File: src/rtl/sf4_pkg.sv
package sf4_pkg;

    typedef enum logic [2:0] {
        K_READ     = 3'd0,
        K_PROG     = 3'd1,
        K_ER4K     = 3'd2,
        K_ER32K    = 3'd3,
        K_ER64K    = 3'd4,
        K_ENTER    = 3'd5,
        K_ENTER_WE = 3'd6,
        K_BAD      = 3'd7
    } req_kind_e;

    typedef enum logic [3:0] {
        ST_IDLE, ST_WEN, ST_GAP, ST_CMD, ST_ADDR,
        ST_WDATA, ST_RDATA, ST_WAIT, ST_STAT, ST_DONE
    } seq_state_e;

    typedef struct packed {
        req_kind_e   kind;
        logic        direct;
        logic [31:0] addr;
    } seq_req_t;

    localparam logic [7:0] OP_WREN   = 8'h06;
    localparam logic [7:0] OP_RDSR   = 8'h05;
    localparam logic [7:0] OP_ENTER4 = 8'hB7;
    localparam int         SR_WIP    = 0;

    function automatic logic [7:0] cmd_opcode(req_kind_e k, logic direct);
        logic [7:0] op;
        case (k)
            K_READ:  op = direct ? 8'h13 : 8'h03;
            K_PROG:  op = direct ? 8'h12 : 8'h02;
            K_ER4K:  op = direct ? 8'h21 : 8'h20;
            K_ER32K: op = direct ? 8'h5C : 8'h52;
            K_ER64K: op = direct ? 8'hDC : 8'hD8;
            default: op = OP_ENTER4;
        endcase
        return op;
    endfunction

    function automatic logic needs_wren(req_kind_e k);
        return (k == K_PROG) || (k == K_ER4K) || (k == K_ER32K) ||
               (k == K_ER64K) || (k == K_ENTER_WE);
    endfunction

    function automatic logic is_erase(req_kind_e k);
        return (k == K_ER4K) || (k == K_ER32K) || (k == K_ER64K);
    endfunction

    function automatic logic is_enter(req_kind_e k);
        return (k == K_ENTER) || (k == K_ENTER_WE);
    endfunction

    function automatic logic [7:0] addr_byte(logic [31:0] a, logic [1:0] i);
        logic [31:0] s;
        s = a << {i, 3'b000};
        return s[31:24];
    endfunction

endpackage

File: src/rtl/sf4_spi_byte.sv
module sf4_spi_byte (
    input  logic       clk,
    input  logic       rst,
    input  logic       start,
    input  logic [7:0] tx,
    input  logic       miso,
    output logic       sck,
    output logic       mosi,
    output logic [7:0] rx,
    output logic       done
);
    logic       active;
    logic [2:0] bit_cnt;
    logic [7:0] sh_tx;

    always_ff @(posedge clk) begin
        if (rst) begin
            active  <= 1'b0;
            bit_cnt <= '0;
            sh_tx   <= '0;
            rx      <= '0;
            sck     <= 1'b0;
            done    <= 1'b0;
        end else begin
            done <= 1'b0;
            if (start) begin
                active  <= 1'b1;
                bit_cnt <= '0;
                sh_tx   <= tx;
                sck     <= 1'b0;
            end else if (active) begin
                if (!sck) begin
                    sck <= 1'b1;
                    rx  <= {rx[6:0], miso};
                end else begin
                    sck <= 1'b0;
                    if (bit_cnt == 3'd7) begin
                        active <= 1'b0;
                        done   <= 1'b1;
                    end else begin
                        bit_cnt <= bit_cnt + 3'd1;
                        sh_tx   <= {sh_tx[6:0], 1'b0};
                    end
                end
            end
        end
    end

    assign mosi = sh_tx[7];

endmodule

File: src/rtl/sf4_interval.sv
module sf4_interval #(
    parameter int SHORT_CYC = 2000000,
    parameter int LONG_CYC  = 20000000
) (
    input  logic clk,
    input  logic rst,
    input  logic load,
    input  logic sel_long,
    output logic expired
);
    localparam int CW = $clog2(LONG_CYC + 1);
    localparam logic [CW-1:0] SHORT_M1 = CW'(SHORT_CYC - 1);
    localparam logic [CW-1:0] LONG_M1  = CW'(LONG_CYC - 1);

    logic [CW-1:0] cnt;
    logic          run;

    always_ff @(posedge clk) begin
        if (rst) begin
            cnt <= '0;
            run <= 1'b0;
        end else if (load) begin
            cnt <= sel_long ? LONG_M1 : SHORT_M1;
            run <= 1'b1;
        end else if (run) begin
            if (cnt == '0) run <= 1'b0;
            else           cnt <= cnt - CW'(1);
        end
    end

    assign expired = run && (cnt == '0);

endmodule

File: src/rtl/sf4_cmd_seq.sv
module sf4_cmd_seq
    import sf4_pkg::*;
#(
    parameter int LEN_W      = 10,
    parameter int CS_GAP     = 2,
    parameter int POLL_SHORT = 2000000,
    parameter int POLL_LONG  = 20000000
) (
    input  logic             clk,
    input  logic             rst,
    input  logic             req_valid,
    input  logic [2:0]       req_kind,
    input  logic             req_direct,
    input  logic [31:0]      req_addr,
    input  logic [LEN_W-1:0] req_len,
    input  logic [7:0]       wr_byte,
    output logic             wr_take,
    output logic [7:0]       rd_byte,
    output logic             rd_valid,
    output logic             busy,
    output logic             done,
    output logic             err,
    output logic             sck,
    output logic             cs_n,
    output logic             mosi,
    input  logic             miso
);
    localparam int MAX_PROG = 256;
    localparam int GAP_W    = $clog2(CS_GAP + 1);
    localparam logic [LEN_W-1:0] PROG_LIM = LEN_W'(MAX_PROG);
    localparam logic [GAP_W-1:0] GAP_END  = GAP_W'(CS_GAP - 1);

    seq_state_e       state;
    seq_req_t         rq;
    logic [LEN_W-1:0] len_q;
    logic [LEN_W-1:0] cnt_q;
    logic [1:0]       idx_q;
    logic [GAP_W-1:0] gap_q;
    logic             start_q;
    logic [7:0]       tx_q;
    logic             tmr_load;
    logic             tmr_long;
    logic             tmr_exp;
    logic             eng_done;
    logic [7:0]       eng_rx;
    req_kind_e        in_kind;
    logic             in_bad;

    always_comb begin
        in_kind = req_kind_e'(req_kind);
        in_bad  = (in_kind == K_BAD) ||
                  ((in_kind == K_PROG) && ((req_len == '0) || (req_len > PROG_LIM)));
    end

    sf4_spi_byte u_byte (
        .clk   (clk),
        .rst   (rst),
        .start (start_q),
        .tx    (tx_q),
        .miso  (miso),
        .sck   (sck),
        .mosi  (mosi),
        .rx    (eng_rx),
        .done  (eng_done)
    );

    sf4_interval #(
        .SHORT_CYC (POLL_SHORT),
        .LONG_CYC  (POLL_LONG)
    ) u_tmr (
        .clk      (clk),
        .rst      (rst),
        .load     (tmr_load),
        .sel_long (tmr_long),
        .expired  (tmr_exp)
    );

    assign tmr_long = (rq.kind != K_ER4K);

    always_ff @(posedge clk) begin
        if (rst) begin
            state    <= ST_IDLE;
            rq       <= '0;
            len_q    <= '0;
            cnt_q    <= '0;
            idx_q    <= '0;
            gap_q    <= '0;
            start_q  <= 1'b0;
            tx_q     <= '0;
            tmr_load <= 1'b0;
            busy     <= 1'b0;
            done     <= 1'b0;
            err      <= 1'b0;
            cs_n     <= 1'b1;
            wr_take  <= 1'b0;
            rd_valid <= 1'b0;
            rd_byte  <= '0;
        end else begin
            start_q  <= 1'b0;
            tmr_load <= 1'b0;
            done     <= 1'b0;
            err      <= 1'b0;
            wr_take  <= 1'b0;
            rd_valid <= 1'b0;
            unique case (state)
                ST_IDLE: begin
                    if (req_valid) begin
                        if (in_bad) begin
                            done <= 1'b1;
                            err  <= 1'b1;
                        end else begin
                            rq.kind   <= in_kind;
                            rq.direct <= req_direct;
                            rq.addr   <= req_addr;
                            len_q     <= req_len;
                            busy      <= 1'b1;
                            cs_n      <= 1'b0;
                            start_q   <= 1'b1;
                            if (needs_wren(in_kind)) begin
                                tx_q  <= OP_WREN;
                                state <= ST_WEN;
                            end else begin
                                tx_q  <= cmd_opcode(in_kind, req_direct);
                                state <= ST_CMD;
                            end
                        end
                    end
                end
                ST_WEN: begin
                    if (eng_done) begin
                        cs_n  <= 1'b1;
                        gap_q <= '0;
                        state <= ST_GAP;
                    end
                end
                ST_GAP: begin
                    if (gap_q == GAP_END) begin
                        cs_n    <= 1'b0;
                        start_q <= 1'b1;
                        tx_q    <= cmd_opcode(rq.kind, rq.direct);
                        state   <= ST_CMD;
                    end else begin
                        gap_q <= gap_q + GAP_W'(1);
                    end
                end
                ST_CMD: begin
                    if (eng_done) begin
                        if (is_enter(rq.kind)) begin
                            cs_n  <= 1'b1;
                            state <= ST_DONE;
                        end else begin
                            idx_q   <= 2'd0;
                            start_q <= 1'b1;
                            tx_q    <= addr_byte(rq.addr, 2'd0);
                            state   <= ST_ADDR;
                        end
                    end
                end
                ST_ADDR: begin
                    if (eng_done) begin
                        if (idx_q != 2'd3) begin
                            idx_q   <= idx_q + 2'd1;
                            start_q <= 1'b1;
                            tx_q    <= addr_byte(rq.addr, idx_q + 2'd1);
                        end else if (rq.kind == K_PROG) begin
                            start_q <= 1'b1;
                            tx_q    <= wr_byte;
                            wr_take <= 1'b1;
                            cnt_q   <= LEN_W'(1);
                            state   <= ST_WDATA;
                        end else if (rq.kind == K_READ) begin
                            if (len_q == '0) begin
                                cs_n  <= 1'b1;
                                state <= ST_DONE;
                            end else begin
                                start_q <= 1'b1;
                                tx_q    <= 8'h00;
                                cnt_q   <= '0;
                                state   <= ST_RDATA;
                            end
                        end else begin
                            cs_n     <= 1'b1;
                            tmr_load <= 1'b1;
                            state    <= ST_WAIT;
                        end
                    end
                end
                ST_WDATA: begin
                    if (eng_done) begin
                        if (cnt_q == len_q) begin
                            cs_n  <= 1'b1;
                            state <= ST_DONE;
                        end else begin
                            start_q <= 1'b1;
                            tx_q    <= wr_byte;
                            wr_take <= 1'b1;
                            cnt_q   <= cnt_q + LEN_W'(1);
                        end
                    end
                end
                ST_RDATA: begin
                    if (eng_done) begin
                        rd_valid <= 1'b1;
                        rd_byte  <= eng_rx;
                        if (cnt_q == len_q - LEN_W'(1)) begin
                            cs_n  <= 1'b1;
                            state <= ST_DONE;
                        end else begin
                            start_q <= 1'b1;
                            tx_q    <= 8'h00;
                            cnt_q   <= cnt_q + LEN_W'(1);
                        end
                    end
                end
                ST_WAIT: begin
                    if (tmr_exp) begin
                        cs_n    <= 1'b0;
                        start_q <= 1'b1;
                        tx_q    <= OP_RDSR;
                        idx_q   <= 2'd0;
                        state   <= ST_STAT;
                    end
                end
                ST_STAT: begin
                    if (eng_done) begin
                        if (idx_q == 2'd0) begin
                            idx_q   <= 2'd1;
                            start_q <= 1'b1;
                            tx_q    <= 8'h00;
                        end else begin
                            cs_n <= 1'b1;
                            if (eng_rx[SR_WIP]) begin
                                tmr_load <= 1'b1;
                                state    <= ST_WAIT;
                            end else begin
                                state <= ST_DONE;
                            end
                        end
                    end
                end
                ST_DONE: begin
                    busy  <= 1'b0;
                    done  <= 1'b1;
                    state <= ST_IDLE;
                end
                default: state <= ST_IDLE;
            endcase
        end
    end

endmodule

File: config.mk
export PLATFORM = sky130hd
export DESIGN_NAME = sf4_cmd_seq
export DESIGN_NICKNAME = d
export VERILOG_FILES = /design/src/rtl/sf4_pkg.sv /design/src/rtl/sf4_spi_byte.sv /design/src/rtl/sf4_interval.sv /design/src/rtl/sf4_cmd_seq.sv
export SDC_FILE = /design/constraint.sdc
export NUM_CORES = 1
export LEC_CHECK = 0
export ABC_AREA = 0
export BUFFER_PORTS_ARGS = -buffer_cell sky130_fd_sc_hd__clkbuf_2
export CELL_PAD_IN_SITES_DETAIL_PLACEMENT = 0
export CELL_PAD_IN_SITES_GLOBAL_PLACEMENT = 1
export CORE_MARGIN = 2
export CORE_UTILIZATION = 45
export DETAILED_ROUTE_END_ITERATION = 7
export PLACE_DENSITY_LB_ADDON = 0.25
export SETUP_SLACK_MARGIN = 0.15
export SKIP_CTS_REPAIR_TIMING = 1
export SLEW_MARGIN = 40
export SYNTH_ARGS = -nofsm -noshare
export SYNTH_HDL_FRONTEND = slang
export SYNTH_SLANG_ARGS = --single-unit
File: constraint.sdc
create_clock -name clk -period 3.1 [get_ports clk]
set_input_delay 0.155 -clock clk [delete_from_list [all_inputs] [get_ports clk]]
set_output_delay 0.155 -clock clk [all_outputs]
set_load 0.03 [all_outputs]
After elaboration in Yosys (flattened, before gate mapping)
Cells that the tools add are included.
{ "word_totals": {"latch_bits": 0, "register_bits": 136, "mem_bits_rw": 0, "n_memories": 0, "mem_bits_ro": 0, "out_inout_bits": 16, "in_bits": 58} }
{ "classes": {"n_shift": 1, "mul": 0, "n_mux": 146, "addsub": 6, "n_eq_ne": 56, "magnitude_cmp": 1, "bitwise": 7, "div": 0, "n_reduce_logical": 42} }
{ "op_table": {"columns": ["cell", "n"], "rows": [
  ["8-bit two-way mux", 22],
  ["25-bit two-way mux", 4],
  ["10-bit two-way mux", 9],
  ["4-bit two-way mux", 21],
  ["8-bit case mux with 5 select lines", 2],
  ["8-bit case mux with 8 select lines", 1],
  ["1-bit two-way mux", 61],
  ["2-bit != test (second input constant)", 19],
  ["4-bit case mux with 9 select lines", 1],
  ["32-bit by 5-bit << shifter with 32-bit output", 1],
  ["10-bit case mux with 3 select lines", 1],
  ["25-bit zero test", 1],
  ["25-bit by 1-bit subtractor with 25-bit output (second input constant)", 1],
  ["3-bit equality test (second input constant)", 7],
  ["10-bit equality test", 2],
  ["10-bit zero test", 2],
  ["2-bit two-way mux", 10],
  ["5-bit two-way mux", 4],
  ["18-bit AND reduction", 1],
  ["3-bit AND reduction", 6],
  ["4-bit by 3-bit equality test with 1-bit output (second input constant)", 4],
  ["16-bit AND reduction", 1],
  ["14-bit AND reduction", 1],
  ["3-bit by 2-bit equality test with 1-bit output (second input constant)", 4],
  ["other kinds (36)", 73]
]} }

Depth between registers and ports, before layout
{ "depth": {"word_depth": 9, "mapped_depth": 11, "mapped_depth_nobuf": 9} }

By module
Synthesis repeated with hierarchy kept, for this count alone.
{ "unflattened": {"hier_cells": 919, "area_unflattened_um2": 7547.2} }
{ "modules_own_cells": {"columns": ["module", "n_inst", "cells_per_inst", "seq_area_each_um2", "area_per_inst_um2"], "rows": [
  ["sf4_cmd_seq", 1, 655, 1761.7, 5103.6],
  ["sf4_interval", 1, 167, 520.5, 1450.1],
  ["sf4_spi_byte", 1, 97, 440.4, 993.5]
]} }

Least setup slack after synthesis
Ideal clock, no wire load.
{ "synth_path": {"kind": "register to register", "from": "register len_q[0]", "to": "register tx_q[6]", "required_time_ns": 2.955, "path_buffers": 1, "arrival_ns": 2.414, "stages_incl_launch_ff": 11, "slack_ns": 0.540, "period_less_slack_ns": 2.560, "cell_sequence": "dfxtp_1 -> inv_1 -> ha_1 -> or4b_4 -> or3_4 -> o21a_1 -> o211a_1 -> and3b_1 -> clkbuf_1 -> a21oi_1 -> a311oi_1"} }
{ "synth_via": {"elab_chain_len": 4} }
{ "synth_rtl": {"columns": ["element", "line", "rtl"], "rows": [
  ["from (decl)", "sf4_cmd_seq.sv:35", "logic [LEN_W-1:0] len_q;"],
  ["from (signal assigned)", "sf4_cmd_seq.sv:115", "len_q <= req_len;"],
  ["10-bit by 1-bit subtractor with 10-bit output", "sf4_cmd_seq.sv:205", "if (cnt_q == len_q - LEN_W'(1)) begin"],
  ["10-bit equality test", "sf4_cmd_seq.sv:205", null],
  ["2-bit != test (no line)", null, null],
  ["16-bit AND reduction (no line) (*)", null, null],
  ["to (signal assigned)", "sf4_cmd_seq.sv:164", "tx_q <= addr_byte(rq.addr, idx_q + 2'd1);"],
  ["to (signal assigned)", "sf4_cmd_seq.sv:167", "tx_q <= wr_byte;"],
  ["to (signal assigned)", "sf4_cmd_seq.sv:195", "tx_q <= wr_byte;"],
  ["to (decl)", "sf4_cmd_seq.sv:40", "logic [7:0] tx_q;"]
]} }
Mark *: on every way between the ends. The rest lies on a longest branch, timed or not.
A chain may end at the register's enable or synchronous reset.

Worst setup path after layout
{ "layout_path": {"from": "register len_q[0]", "to": "register cnt_q[5]"} }
{ "layout_via": {"elab_chain_len": 4} }
{ "layout_rtl": {"columns": ["element", "line", "rtl"], "rows": [
  ["10-bit by 1-bit subtractor with 10-bit output", "sf4_cmd_seq.sv:205", null],
  ["10-bit equality test", "sf4_cmd_seq.sv:205", null],
  ["2-bit != test (no line)", null, null],
  ["9-bit AND reduction (no line) (*)", null, null],
  ["to (signal assigned)", "sf4_cmd_seq.sv:197", "cnt_q <= cnt_q + LEN_W'(1);"],
  ["to (signal assigned)", "sf4_cmd_seq.sv:211", "cnt_q <= cnt_q + LEN_W'(1);"],
  ["to (decl)", "sf4_cmd_seq.sv:36", "logic [LEN_W-1:0] cnt_q;"]
]} }
Marks and branches as above.

==> impl_metrics.toml <==
[critical_path]
crit_type = "flop to flop"
worst_path_max_delay_cell = "or4b_4"
cp_slowest_stage_delay_ns = 0.52
cp_num_buf_inv = 1
path_cells = "inv_1, ha_2, or4b_4, nor4_2, xor2_1, o2111a_1, nand2_1, a311o_2, a31oi_1"
endpoint_kind = "flop"
worst_ep_required_time_ns = 3.45
crit_family = "compound AO/OA/AOI/OAI gates"
arrival_ns = 3.10
cp-start-kind = "flop"
cp_max_fo = 8

[cts]
cts.clk_slew.worst_paths_ns = 0.06
cts_max_level = 4
cts_max_path_buffers = 2
clk_latency_ns = 0.43
cts_root_buf = "clkbuf_16"
cts_made_buffers = 17
clock-sinks = 136
cts_tree = "yes"

[final_layout]
layout.nets = 1030
area_growth_pct = 20.0
drive_gt1_share_pct = 17.4
num_antenna_cells = 0
post-route-util_pct = 55.4

[grt]
grt_max_degree = 74
antenna_found_initial = 0
grt_pass1_vias = 6566
grt_pass1_wl_um = 33300
overflow = 0
grt_use_total_pct = 23.6

[timing]
hold_violations = 9
post-route-period-util_pct = 88.7
fmax_ghz = 0.364
relSlewSlack_pct = 46.6
drv_slew = 0
finalCriticalPeriod_ns = 2.75
setup_violations = 0
finalSetupTns_ns = 0
clock_skew_ns = 0.00683
rsz0062_at_grt = "false"
timing.hold.ws_ns = -0.0272
worstMarginPinSlew_ns = 0.801

[power]
combPwrFrac_pct = 32.6
switchingPower_uw = 2230
ir_drop_mv = 0.507
p_int_uw = 4050
pwr-share-seq_pct = 34.5
switching_share_pct = 35.5
powerDensity_nw_per_um2 = 713
pwr-share-clk_pct = 32.9
power_leakage_uw = 0.00342

[route]
via_per_inst = 5.75
dr_wl_met2_um = 10000
wl_per_cell_um = 17.2
drcViolationCount = 0
dr_wl_met3_um = 1120
wl_met1_um = 8770
wl_um = 20500
dr.pass1.iters = 5
dr.max_layer_used = "met4"
drt_iter0_markers = 380
ant_nets = 0
num_vias = 6864

[run]
cap_violations = 0

[die]
rows = 46
die_w_um = 132
start_util_pct = 46.2
dieArea_um2 = 17300
die_y_um = 132
core-area_um2 = 15900
io_pins = 74

[synthesis]
ys.flop_type = "dfxtp_1"
synth_top_cell_by_area = "dfxtp_1"
synthesis.nets = 945
ys_warn_count = 0
ys_top_cells_by_area = "dfxtp_1 37%, mux2i_1 9.0%, nor2_1 6.5%, a21oi_1 4.8%, nand2_1 3.3%"
synth.most_common_cell = "dfxtp_1"
ys_seq_area_share_pct = 37.1
ys_ff_latch = 136
ys_types = 74
async_flop_share_pct = 0
synth_top_area_share_pct = 37.1
postSynthCellCount = 879
synth_edf_count = 0
synth.avg_cell_area_um2 = 8.35
synth_common_cells = "136 x dfxtp_1, 127 x nor2_1, 70 x a21oi_1"
netlist_area_um2 = 7340

[place]
portBuffers = 73
dpl.hpwl_um = 14500
gp_congestion = 0.892

[outcome]
violations = "negative hold slack"
status = "finished with violations"

[worst_hold_path]
hold_class = "input port to flop"
-- per-layer routing --
metal	vias to the layer above	GRT usage, %
met3	37	6.06
met4	0	10.3
met2	203	39.6
met1	3270	28.5
li1	3354	-
met5	-	0
-- tightest hold or removal path: stages --
cell      delay [ns]
clkbuf_2        0.08
mux2i_1         0.06
nor2_1          0.07
-- power by group through the flow --
stage	clock [uW]	sequential, uW	combinational (uW)
detailed placement	0	2200	1980
global placement	0	2200	1950
global route	2180	2200	2240
finish	2070	2170	2050
CTS	2110	2170	1990
floorplan	0	2130	1510
-- cells in the final DEF, fill, tap and decap left out, types with 9 or more instances in the layout --
| cell type | count |
|---|---|
| buf_4 | 30 |
| dfxtp_1 | 136 |
| nand3_1 | 23 |
| nor2b_1 | 9 |
| clkbuf_2 | 72 |
| nand2_1 | 64 |
| a21oi_1 | 70 |
| or3_1 | 11 |
| xor2_1 | 18 |
| nor4_1 | 13 |
| nor2_1 | 125 |
| dlygate4sd3_1 | 28 |
| mux2i_1 | 66 |
| a211oi_1 | 17 |
| a31oi_1 | 14 |
| nor3_1 | 31 |
| o21ai_0 | 24 |
| xnor2_1 | 14 |
| inv_1 | 18 |
| nand2b_1 | 9 |
| clkbuf_16 | 17 |
-- area by class of cell --
type	instances	area [um2]
Inverter	18	67.6
Multi-Input combinational cell	661	4280
Fill cell	1501	7080
Sequential cell	136	2720
Clock buffer	18	439
Tap cell	216	270
Timing Repair Buffer	130	866
Clock inverter	14	161
-- worst paths after layout --
check	slack (ns)	cells past startpoint	start	to
worst min register to register	0.46	2	rd_byte[0]	rd_byte[0]
worst max-delay path	0.35	9	len_q[0]	cnt_q[5]
worst min-delay path	-0.03	3	req_addr[0]	rq[0]
worst max register to register	0.35	9	len_q[0]	cnt_q[5]
-- registers in the layout (all words and copies together) (netlist names), 3 cells and up --
register	flops
cnt_q	10
rd_byte	8
u_byte.bit_cnt	3
rq	36
tx_q	8
u_byte.sh_tx	8
state	4
len_q	10
u_tmr.cnt	25
u_byte.rx	8
-- kinds of logic (layout without fill, tap and decap cells) --
kind of cell	Yosys count	in the layout	share of synthesized area [%]
AND/OR/NAND/NOR	352	352	24.1
AO/OA/AOI/OAI	194	194	17.2
adder cells (fa/ha/maj)	8	8	1.36
flip-flops	136	136	37.1
buffers and inverters	82	180	4.76
multiplexers	75	75	11.6
XOR/XNOR	32	32	3.82
-- per-stage QoR --
stage,instances,instance area (um2),total power (uW),setup WS (ns)
4_1_cts,1165,8520,6260,0.310
6_report,1193,8800,6280,0.349
2_1_floorplan,879,7340,3640,0.540
5_1_grt,1193,8800,6620,0.174
3_5_place_dp,1133,7920,4180,0.335
3_3_place_gp,1133,7920,4150,0.430
(Power assumes the default switching activity.)
